`src/rtl/dab_pkg.sv`:
```
package dab_pkg;
  localparam int NREQ = 4;
  localparam int NWIDE = NREQ / 2;
  localparam int SW = 2;

  typedef enum logic [1:0] {ST_IDLE = 2'd0, ST_ASK = 2'd1, ST_HOLD = 2'd2} arb_st_t;

  localparam logic [SW-1:0] STY_SINGLE = 2'b00;
  localparam logic [SW-1:0] STY_BURST  = 2'b01;
  localparam logic [SW-1:0] STY_BLOCK  = 2'b10;
  localparam logic [SW-1:0] STY_STEAL  = 2'b11;

  function automatic logic [NREQ-1:0] eligible(input logic [NREQ-1:0] req, input logic split);
    logic [NREQ-1:0] wmask;
    wmask = '0;
    wmask[NWIDE-1:0] = '1;
    return split ? req : (req & wmask);
  endfunction

  function automatic logic holds_run(input logic [SW-1:0] sty);
    return (sty == STY_BURST) || (sty == STY_BLOCK);
  endfunction
endpackage

```
`src/rtl/dab_pick.sv`:
```
module dab_pick
  import dab_pkg::*;
#(
  parameter int N = NREQ
) (
  input  logic [N-1:0] elig,
  output logic [N-1:0] pick
);
  logic [N-1:0] seen;

  generate
    for (genvar k = 0; k < N; k++) begin : g_rank
      if (k == 0) begin : g_top
        assign pick[k] = elig[k];
        assign seen[k] = elig[k];
      end else begin : g_rest
        assign pick[k] = elig[k] & ~seen[k-1];
        assign seen[k] = elig[k] | seen[k-1];
      end
    end
  endgenerate

  always_comb begin

    pick_onehot_chk: assert ($onehot0(pick));
  end
endmodule

```
`src/rtl/dab_release.sv`:
```
module dab_release
  import dab_pkg::*;
#(
  parameter int N = NREQ
) (
  input  logic [N-1:0]    owner,
  input  logic            split,
  input  logic [N*SW-1:0] styles,
  input  logic [N-1:0]    elig,
  input  logic            master_req,
  input  logic            unit_done,
  input  logic            run_done,
  output logic            per_unit,
  output logic            preempt,
  output logic            release_now
);
  logic [SW-1:0] own_sty;
  logic [N-1:0]  above;

  always_comb begin
    own_sty = '0;
    for (int k = 0; k < N; k++)
      if (owner[k]) own_sty = styles[k*SW +: SW];
  end

  assign above       = owner - 1'b1;
  assign per_unit    = split || !holds_run(own_sty);
  assign preempt     = master_req || (|(elig & above));
  assign release_now = (|owner) && (per_unit ? unit_done
                                             : (run_done || (unit_done && preempt)));
endmodule

```
`src/rtl/dma_bus_arbiter.sv`:
```
module dma_bus_arbiter
  import dab_pkg::*;
(
  input  logic              clk,
  input  logic              rst,
  input  logic              split_mode_i,
  input  logic [NREQ-1:0]   req_i,
  input  logic [NREQ*SW-1:0] xfer_style_i,
  input  logic              master_req_i,
  input  logic              unit_done_i,
  input  logic              run_done_i,
  input  logic              bus_gnt_i,
  output logic              bus_req_o,
  output logic [NREQ-1:0]   owner_o
);
  arb_st_t          st;
  logic             split_q;
  logic [NREQ-1:0]  owner_q;
  logic             cur_split;
  logic [NREQ-1:0]  elig_w;
  logic [NREQ-1:0]  pick_w;
  logic             any_w;
  logic             held_w;
  logic             per_unit_w;
  logic             preempt_w;
  logic             rel_w;

  assign cur_split = (st == ST_IDLE) ? split_mode_i : split_q;
  assign elig_w    = eligible(req_i, cur_split);
  assign any_w     = |elig_w;
  assign held_w    = (st == ST_HOLD);

  dab_pick #(.N(NREQ)) u_pick (.elig(elig_w), .pick(pick_w));

  dab_release #(.N(NREQ)) u_rel (
    .owner(owner_q), .split(split_q), .styles(xfer_style_i), .elig(elig_w),
    .master_req(master_req_i), .unit_done(unit_done_i), .run_done(run_done_i),
    .per_unit(per_unit_w), .preempt(preempt_w), .release_now(rel_w)
  );

  always_ff @(posedge clk) begin
    if (rst) begin
      st      <= ST_IDLE;
      owner_q <= '0;
      split_q <= split_mode_i;
    end else begin
      case (st)
        ST_IDLE: begin
          split_q <= split_mode_i;
          if (any_w) st <= ST_ASK;
        end
        ST_ASK: begin
          if (bus_gnt_i) begin
            if (any_w) begin
              st      <= ST_HOLD;
              owner_q <= pick_w;
            end else begin
              st <= ST_IDLE;
            end
          end
        end
        ST_HOLD: begin
          if (rel_w) begin
            st      <= ST_IDLE;
            owner_q <= '0;
          end
        end
        default: st <= ST_IDLE;
      endcase
    end
  end

  assign bus_req_o = (st != ST_IDLE);
  assign owner_o   = held_w ? owner_q : '0;


  owner_onehot_chk: assert property (@(posedge clk) disable iff (rst) $onehot0(owner_o));

  owner_hold_chk: assert property (@(posedge clk) disable iff (rst)
    (held_w && !rel_w) |=> (owner_o == $past(owner_o)));

  release_drop_chk: assert property (@(posedge clk) disable iff (rst)
    (held_w && rel_w) |=> (!bus_req_o && owner_o == '0));

  req_cause_chk: assert property (@(posedge clk) disable iff (rst)
    (st == ST_IDLE && !any_w) |=> !bus_req_o);

  layout_hold_chk: assert property (@(posedge clk) disable iff (rst)
    (st != ST_IDLE) |=> $stable(split_q));

  burst_keep_chk: assert property (@(posedge clk) disable iff (rst)
    (held_w && !per_unit_w && !run_done_i && !preempt_w) |=> bus_req_o);
endmodule

```
`config.mk`:
```
export PLATFORM = sky130hd
export DESIGN_NAME = dma_bus_arbiter
export DESIGN_NICKNAME = d
export VERILOG_FILES = /design/src/rtl/dab_pkg.sv /design/src/rtl/dab_pick.sv /design/src/rtl/dab_release.sv /design/src/rtl/dma_bus_arbiter.sv
export SDC_FILE = /design/constraint.sdc
export NUM_CORES = 1
export LEC_CHECK = 0
export ABC_CLOCK_PERIOD_IN_PS = 2250
export CAP_MARGIN = 20
export CORE_MARGIN = 5
export CORE_UTILIZATION = 25
export DETAILED_ROUTE_END_ITERATION = 12
export PLACE_DENSITY = 0.5
export SLEW_MARGIN = 20
export SYNTH_ARGS = -nofsm -noshare
export SYNTH_HDL_FRONTEND = slang
export SYNTH_SLANG_ARGS = --single-unit
```
`constraint.sdc`:
```
create_clock -name clk -period 2.25 [get_ports clk]
set_input_delay 0.225 -clock clk [delete_from_list [all_inputs] [get_ports clk]]
set_output_delay 0.225 -clock clk [all_outputs]
set_load 0.01 [all_outputs]
```
After elaboration in Yosys (flattened, before gate mapping)
Index checks and enable logic that the tools add are counted.

word-level totals
  register bits = 7
  word-level logic and storage cells = 54
  output and inout bits = 5

operators by class
  bitwise operators = 9
  equal/unequal tests = 8
  reductions and logical operators = 15
  $add $sub $neg = 1
  muxes and demuxes = 18

operator list
  cell                                                                count
  4-bit two-way mux                                                   5
  2-bit two-way mux                                                   8
  4-bit OR reduction                                                  3
  4-bit case mux with 2 select lines                                  1
  2-bit != test, second input constant                                3
  2-bit case mux with 3 select lines                                  1
  4-bit AND                                                           1
  2-bit by 1-bit == test with 1-bit output, second input constant     2
  2-bit == test, second input constant                                2
  1-bit logical OR                                                    4
  4-bit AND reduction                                                 1
  2-bit nonzero test                                                  2
  4-bit by 1-bit subtractor with 4-bit output, second input constant  1
  1-bit AND                                                           3
  1-bit two-way mux                                                   3
  1-bit NOT                                                           3
  3-bit AND reduction                                                 1
  1-bit logical AND                                                   2
  2-bit zero test                                                     1
  2-bit by 1-bit != test with 1-bit output, second input constant     1
  1-bit OR                                                            2
  1-bit zero test                                                     1

Logic depth before layout (Yosys ltp)
Gate-level depths: netlist of run 1.

  word-level depth = 12
  gate-level depth with buffers = 7
  depth with buffers taken out = 7

Cells and area by module
A second synthesis of run 1 with hierarchy kept.

unflattened totals
  cells, all modules = 74
  area total of the unflattened synthesis = 609.3 um2

modules (own cells, without submodules)
  module           area each (um2)  times used  sequential area each (um2)  cells an instance
  dma_bus_arbiter  410.4            1           140.1                       47
  dab_release      162.7            1           0.0                         23
  dab_pick         36.3             1           0.0                         4

Worst setup path after synthesis of run 1
OpenSTA, ideal clock, no wires.

  kind = register to register
  start point = register owner_q[1]
  end point = register owner_q[0]
  arrival = 1.541 ns
  setup time = 0.092 ns
  stages on the path, launching flop included = 7
  required time = 2.158 ns
  clock period less this slack = 1.633 ns
  slack = 0.617 ns
  cell sequence = dfxtp_1 > inv_1 > ha_1 > o221ai_1 > nor4_1 > a211oi_2 > o32ai_1

between the ends
  longest elaborated chain between the ends = 11
  elaborated cells between the ends (all ways) = 19
  classes of those cells = add/sub (1); eq/ne (3); mux (4); bitwise (1); reduce/logical (10)

RTL lines
  element                                                                              RTL line               source
  start: declaration                                                                   dma_bus_arbiter.sv:18  logic [NREQ-1:0] owner_q;
  start signal: assignment                                                             dma_bus_arbiter.sv:56  owner_q <= pick_w;
  branches (longest 8 deep; another with 4-bit by 1-bit subtractor with 4-bit output)  --
  1-bit logical AND (*)                                                                dab_release.sv:29      assign release_now = (|owner) && (per_unit ? unit_done
  2-bit by 1-bit != test with 1-bit output (no line) (*)                               --
  4-bit AND reduction (no line) (*)                                                    --

Mark *: on every way between the ends.
A chain may end at the register's enable or synchronous reset.

Worst setup path in the final report of run 1
  start point = register st[1]
  end point = output port owner_o[3]

between the ends
  longest elaborated chain between the ends = 2

RTL lines
  element                   RTL line               source
  start: declaration        dma_bus_arbiter.sv:16  arb_st_t st;
  start signal: assignment  dma_bus_arbiter.sv:43  st <= ST_IDLE;
  start signal: assignment  dma_bus_arbiter.sv:50  if (any_w) st <= ST_ASK;
  start signal: assignment  dma_bus_arbiter.sv:55  st <= ST_HOLD;
  2-bit == test             dma_bus_arbiter.sv:31  assign held_w = (st == ST_HOLD);
  4-bit two-way mux         dma_bus_arbiter.sv:74  assign owner_o = held_w ? owner_q : '0;
  end: declaration          dma_bus_arbiter.sv:14  output logic [NREQ-1:0] owner_o

Every way passes these cells.

==> metrics.cfg, run 1 <==
[run_status]
outcome = finished clean

[worst_hold_path]
hold_class = flop to flop

[placement]
place.gp.congestion = 0.830
dpl.cell_count = 122
port_buffers = 23
dp_hpwl_microns = 1290

[logic_synthesis]
yosysMostFrequentCell = inv_1
synthAdderAreaFrac_pct = 4.56
ys_seq_area_share_pct = 25.5
muxShareOfSynthArea_pct = 2.05
netlist_area_sq_um = 549
synth_fp_nets = 92
synth_xor_area_share_pct = 7.97
yosys-top-cells-count = 10 x inv_1, 8 x nor2_1, 7 x dfxtp_1
synthArstFlopShare_pct = 0
synth_top_family_by_area = compound AO/OA/AOI/OAI gates
avgSynthCellArea_sq_um = 7.74
synth.area.top_cells = dfxtp_1 26%, inv_1 6.8%, xor2_1 6.4%, nor2_1 5.5%, o31ai_1 5.5%
synth-compound-area-share_pct = 27.1
synthFlopType = dfxtp_1
synth_seq_cells = 7
synth_top_cell_by_area = dfxtp_1
yosysWarnings = 0
synth_top_area_share_pct = 25.5
synth-edff-count = 0
synth_cell_types = 32
synth-simple-area-share_pct = 26.0
netlist_instances = 71

[critical_path]
cp-start-kind = flop
crit_family = buffers and inverters
crit_path_max_fanout = 6
cp-end-kind = output pin
path_buf_inv = 2
worstPathCellList = nor2b_1, inv_1, nor2_1, clkdlybuf4s50_1
worstPathArrival_ps = 1620
cpMaxStageDelayCell = clkdlybuf4s50_1
path_class = flop to output pin
required_ps = 2030
crit_path_max_incr_delay_ps = 540

[timing]
skew_ps = 0.653
final.setup.tns_ps = 0
fin_crit_ps = 1850
fmax_mhz = 542
rsz0062_at_grt = no
post-route-period-util_pct = 82.1
worst_slew_pin_slew_ps = 402
setup_viol = 0
finalHoldViolations = 0
maxSlewViolCount = 0
max-slew-margin-rel_pct = 73.0

[pwr]
leakagePower_nw = 0.317
p_per_area_nw_per_um2 = 433
irDropWorstVdd_mv = 0.243
total_power_uw = 364

[global_route]
use_met3_pct = 3.91
antenna_found_initial = 0
grt_pass1_vias = 575
use_met1_pct = 12.4
track_usage_pct = 10.2
grt-ovfl-total = 0
grt_max_degree = 8
use_met2_pct = 16.2
grt-busiest-layer = met2
grt_pass1_wl_microns = 2550

[routing]
finalWirelength_microns = 1500
remaining_drc_errors = 0
wl_per_cell_microns = 11.9
viasPerCell = 4.75
drtIter0Drc = 19
dr.pass1.iters = 6
ant_nets = 0
vias = 598

[floorplan]
core_area_sq_um = 2150
fp-row-count = 17
ioPinCount = 24
dieArea_sq_um = 3230
die_h_microns = 56.9
fp.dieW_microns = 56.9
initial_core_util_pct = 25.6

[clocking]
clock_path_buffers = 2
clkTransAtPathRegs_ps = 50
holdBufCountCts = 0
clkSinkCount = 7
htree_levels = 1
post_cts_buffers = 0
ctsResizeCount = 0
cts_root_buf = clkbuf_4
cts_tree = done
clk-insertion-delay-late_ps = 250
cts_buffers = 3

[job]
maxCapViolCount = 0

[finish]
final_util_pct = 39.1
n_antenna_cell = 0
fillers = 223
fin_cells = 126
syn_to_final_growth_pct = 53.1
final_nets = 120
drive_above_1_share_pct = 6.12

==> power by group <==
group	switching (mW)	internal, mW
sequential	0.00908	0.132
clock	0.0479	0.0678
combinational	0.0455	0.0619
total	0.103	0.262
==> worst paths after layout <==
path                    from    endpoint  slack [ps]  cells past startpoint
setup / recovery       st[1]  owner_o[3]         400                      4
hold / removal       split_q     split_q         530                      1
setup reg to reg  owner_q[1]  owner_q[0]         440                      6
hold reg to reg      split_q     split_q         530                      1
==> layer usage <==
layer	wire length (microns)	share of wire [%]	vias up
li1	-	-	314
met1	665	44	266
met2	763	51	18
met3	73	4.9	0
met4	0	0	0
met5	0	0	-
==> registers in the layout (all words and copies together), names as in the netlist <==
signal and cells:
split_q 1, st 2, owner_q 4
==> per-stage QoR <==
| step | worst slack (ps) | instance area, sq um | hold slack (ps) |
|---|---|---|---|
| CTS | 367 | 841 | 534 |
| detailed placement | 250 | 815 | 522 |
| global placement | 253 | 815 | 528 |
| global route | 207 | 841 | 547 |
| floorplan | 617 | 549 | 317 |
| finish | 403 | 841 | 527 |
==> cell families after synthesis <==
logic type	Yosys count
compound gates	20
fa+ha+maj	2
simple gates	26
buf+inv	10
mux	1
flops	7
xor+xnor	5
==> worst reg2reg max path, cell delays in order, from the launching register on <==
cell and delay, ps:
dfxtp_1 390, inv_1 120, ha_1 290, o221ai_1 110, nor4_1 410, a211oi_2 170, o32ai_1 230
==> area by class of cell <==
cell class / instances / area [sq um] / share of cell area, %
Inverter: 10 / 37.5 / 4.46
Timing Repair Buffer: 23 / 230 / 27.4
Clock buffer: 4 / 26.3 / 3.13
Tap cell: 28 / 35.0 / 4.17
Multi-Input combinational cell: 54 / 372 / 44.2
Sequential cell: 7 / 140 / 16.7
==> cell usage in the layout (no fill, tap or decap), drive strengths merged, types with 2 or more instances in the layout <==
master          n
nor4            4
nand2           2
xor2            4
nand3b          2
clkdlybuf4s50  23
nor2            8
inv            10
o21ai           4
clkbuf          4
o31ai           4
nor2b           2
dfxtp           7
or2             2
ha              2
a21oi           2
a21o            2
(Power assumes the default switching activity.)
==> inputs of run 2 (changes only) <==
- ABC_CLOCK_PERIOD_IN_PS: 2250 -> 1750
- clock period: 2.25 -> 1.75 ns (I/O delays scaled with it)
==> metrics.cfg, run 2 (synthesis gave the netlist of run 1 again) <==
[timing]
post-route-period-util_pct = 96.5
fin_crit_ps = 1690
maxSlewViolCount = 0
fmax_mhz = 592
skew_ps = 2.61
setup_viol = 0
worst_slew_pin_slew_ps = 340
fin_hold_ws_ps = 481
rsz0062_at_grt = yes
max-slew-margin-rel_pct = 76.8
finalHoldViolations = 0

[finish]
final_util_pct = 44.3
n_antenna_cell = 0
largest-register = owner_q
final_cell_mix = 19 x clkdlybuf4s50_1, 12 x buf_4, 10 x inv_1
largest_reg_flops = 4
fillers = 226
syn_to_final_growth_pct = 73.3
reg.largest.list = owner_q x4, st x2, split_q x1
final_common_cell = clkdlybuf4s50_1
fin_cells = 138
drive_above_1_share_pct = 20.0
final_nets = 132

[floorplan]
core_area_sq_um = 2150
die_h_microns = 56.9
ioPinCount = 24
fp-row-count = 17
fp.dieW_microns = 56.9
initial_core_util_pct = 25.6
dieArea_sq_um = 3230

[routing]
vias = 643
drtIter0Drc = 24
ant_nets = 0
wl_per_cell_microns = 12.5
viasPerCell = 4.66
finalWirelength_microns = 1730
remaining_drc_errors = 0
dr.pass1.iters = 4

[pwr]
leakagePower_nw = 0.454
total_power_uw = 494
irDropWorstVdd_mv = 0.375
p_per_area_nw_per_um2 = 518

[clocking]
cts_root_buf = clkbuf_4
htree_levels = 1
clock_path_buffers = 2
holdBufCountCts = 0
post_cts_buffers = 0
clk-insertion-delay-late_ps = 250
clkTransAtPathRegs_ps = 60
clkSinkCount = 7
cts_tree = done
cts_buffers = 3

[placement]
dpl.cell_count = 134
dp_hpwl_microns = 1450
place.gp.congestion = 0.773
port_buffers = 23

[critical_path]
crit_path_max_incr_delay_ps = 340
required_ps = 1900
cpMaxStageDelayCell = dfxtp_2
path_class = flop to flop
worstPathArrival_ps = 1840
path_buf_inv = 2
rrSetupSlack_ps = 60
crit_family = compound AO/OA/AOI/OAI gates
crit_path_max_fanout = 4
cp-end-kind = flop
cp-start-kind = flop
worstPathCellList = inv_1, ha_1, o221ai_1, nor4_1, buf_4, a211oi_2, o32ai_1

[global_route]
grt_pass1_wl_microns = 2840
track_usage_pct = 11.1
grt_max_degree = 8
antenna_found_initial = 0
grt_pass1_vias = 646
grt-ovfl-total = 0

[job]
maxCapViolCount = 0

[worst_hold_path]
hold_class = flop to flop

[run_status]
outcome = finished clean

-- run 2: stage by stage --
step / setup slack [ps] / area (sq um) / setup TNS, ps
global placement: -207 / 905 / -813
finish: 61.9 / 952 / 0
global route: -38.9 / 952 / -38.9
detailed placement: -215 / 905 / -815
floorplan: 117 / 549 / 0
CTS: 25.7 / 935 / 0
-- run 2: cell type report --
cell class / count / area (sq um) / area share, %
Clock buffer: 4 / 26.3 / 2.76
Inverter: 10 / 37.5 / 3.94
Multi-Input combinational cell: 54 / 380 / 39.9
Sequential cell: 7 / 143 / 15.0
Tap cell: 28 / 35.0 / 3.68
Timing Repair Buffer: 35 / 330 / 34.7
-- run 2: power by group --
part | internal, mW | total (mW) | leakage, nW | switching, mW
clock network | 0.0873 | 0.151 | 0.0150 | 0.0640
logic | 0.0941 | 0.161 | 0.381 | 0.0672
registers | 0.170 | 0.181 | 0.0582 | 0.0108
total | 0.352 | 0.494 | 0.454 | 0.142
-- run 2: path summary, 6_finish.rpt --
path,endpoint,cells after the start,from
worst max-delay path,owner_q[0],7,owner_q[0]
worst min-delay path,st[0],1,st[1]
worst max register to register,owner_q[0],7,owner_q[0]
worst min register to register,st[0],1,st[1]
-- run 2: worst reg2reg max path: stages (launching register included) --
cell	delay, ps
dfxtp_2	340
inv_1	50
ha_1	270
o221ai_1	120
nor4_1	320
buf_4	170
a211oi_2	90
o32ai_1	230
-- run 2: timing repair --
action                     4_1_cts  5_1_grt
setup endpoints to repair        4        8
resized for setup                2        6
pin swaps                        0        0
-- run 2: layer usage --
layer	GRT usage (%)	vias up	part of all wire, %
li1	-	333	-
met2	18.8	19	50
met4	1.99	0	0
met1	13.3	291	44
met3	4.60	0	5.9
met5	0	-	0
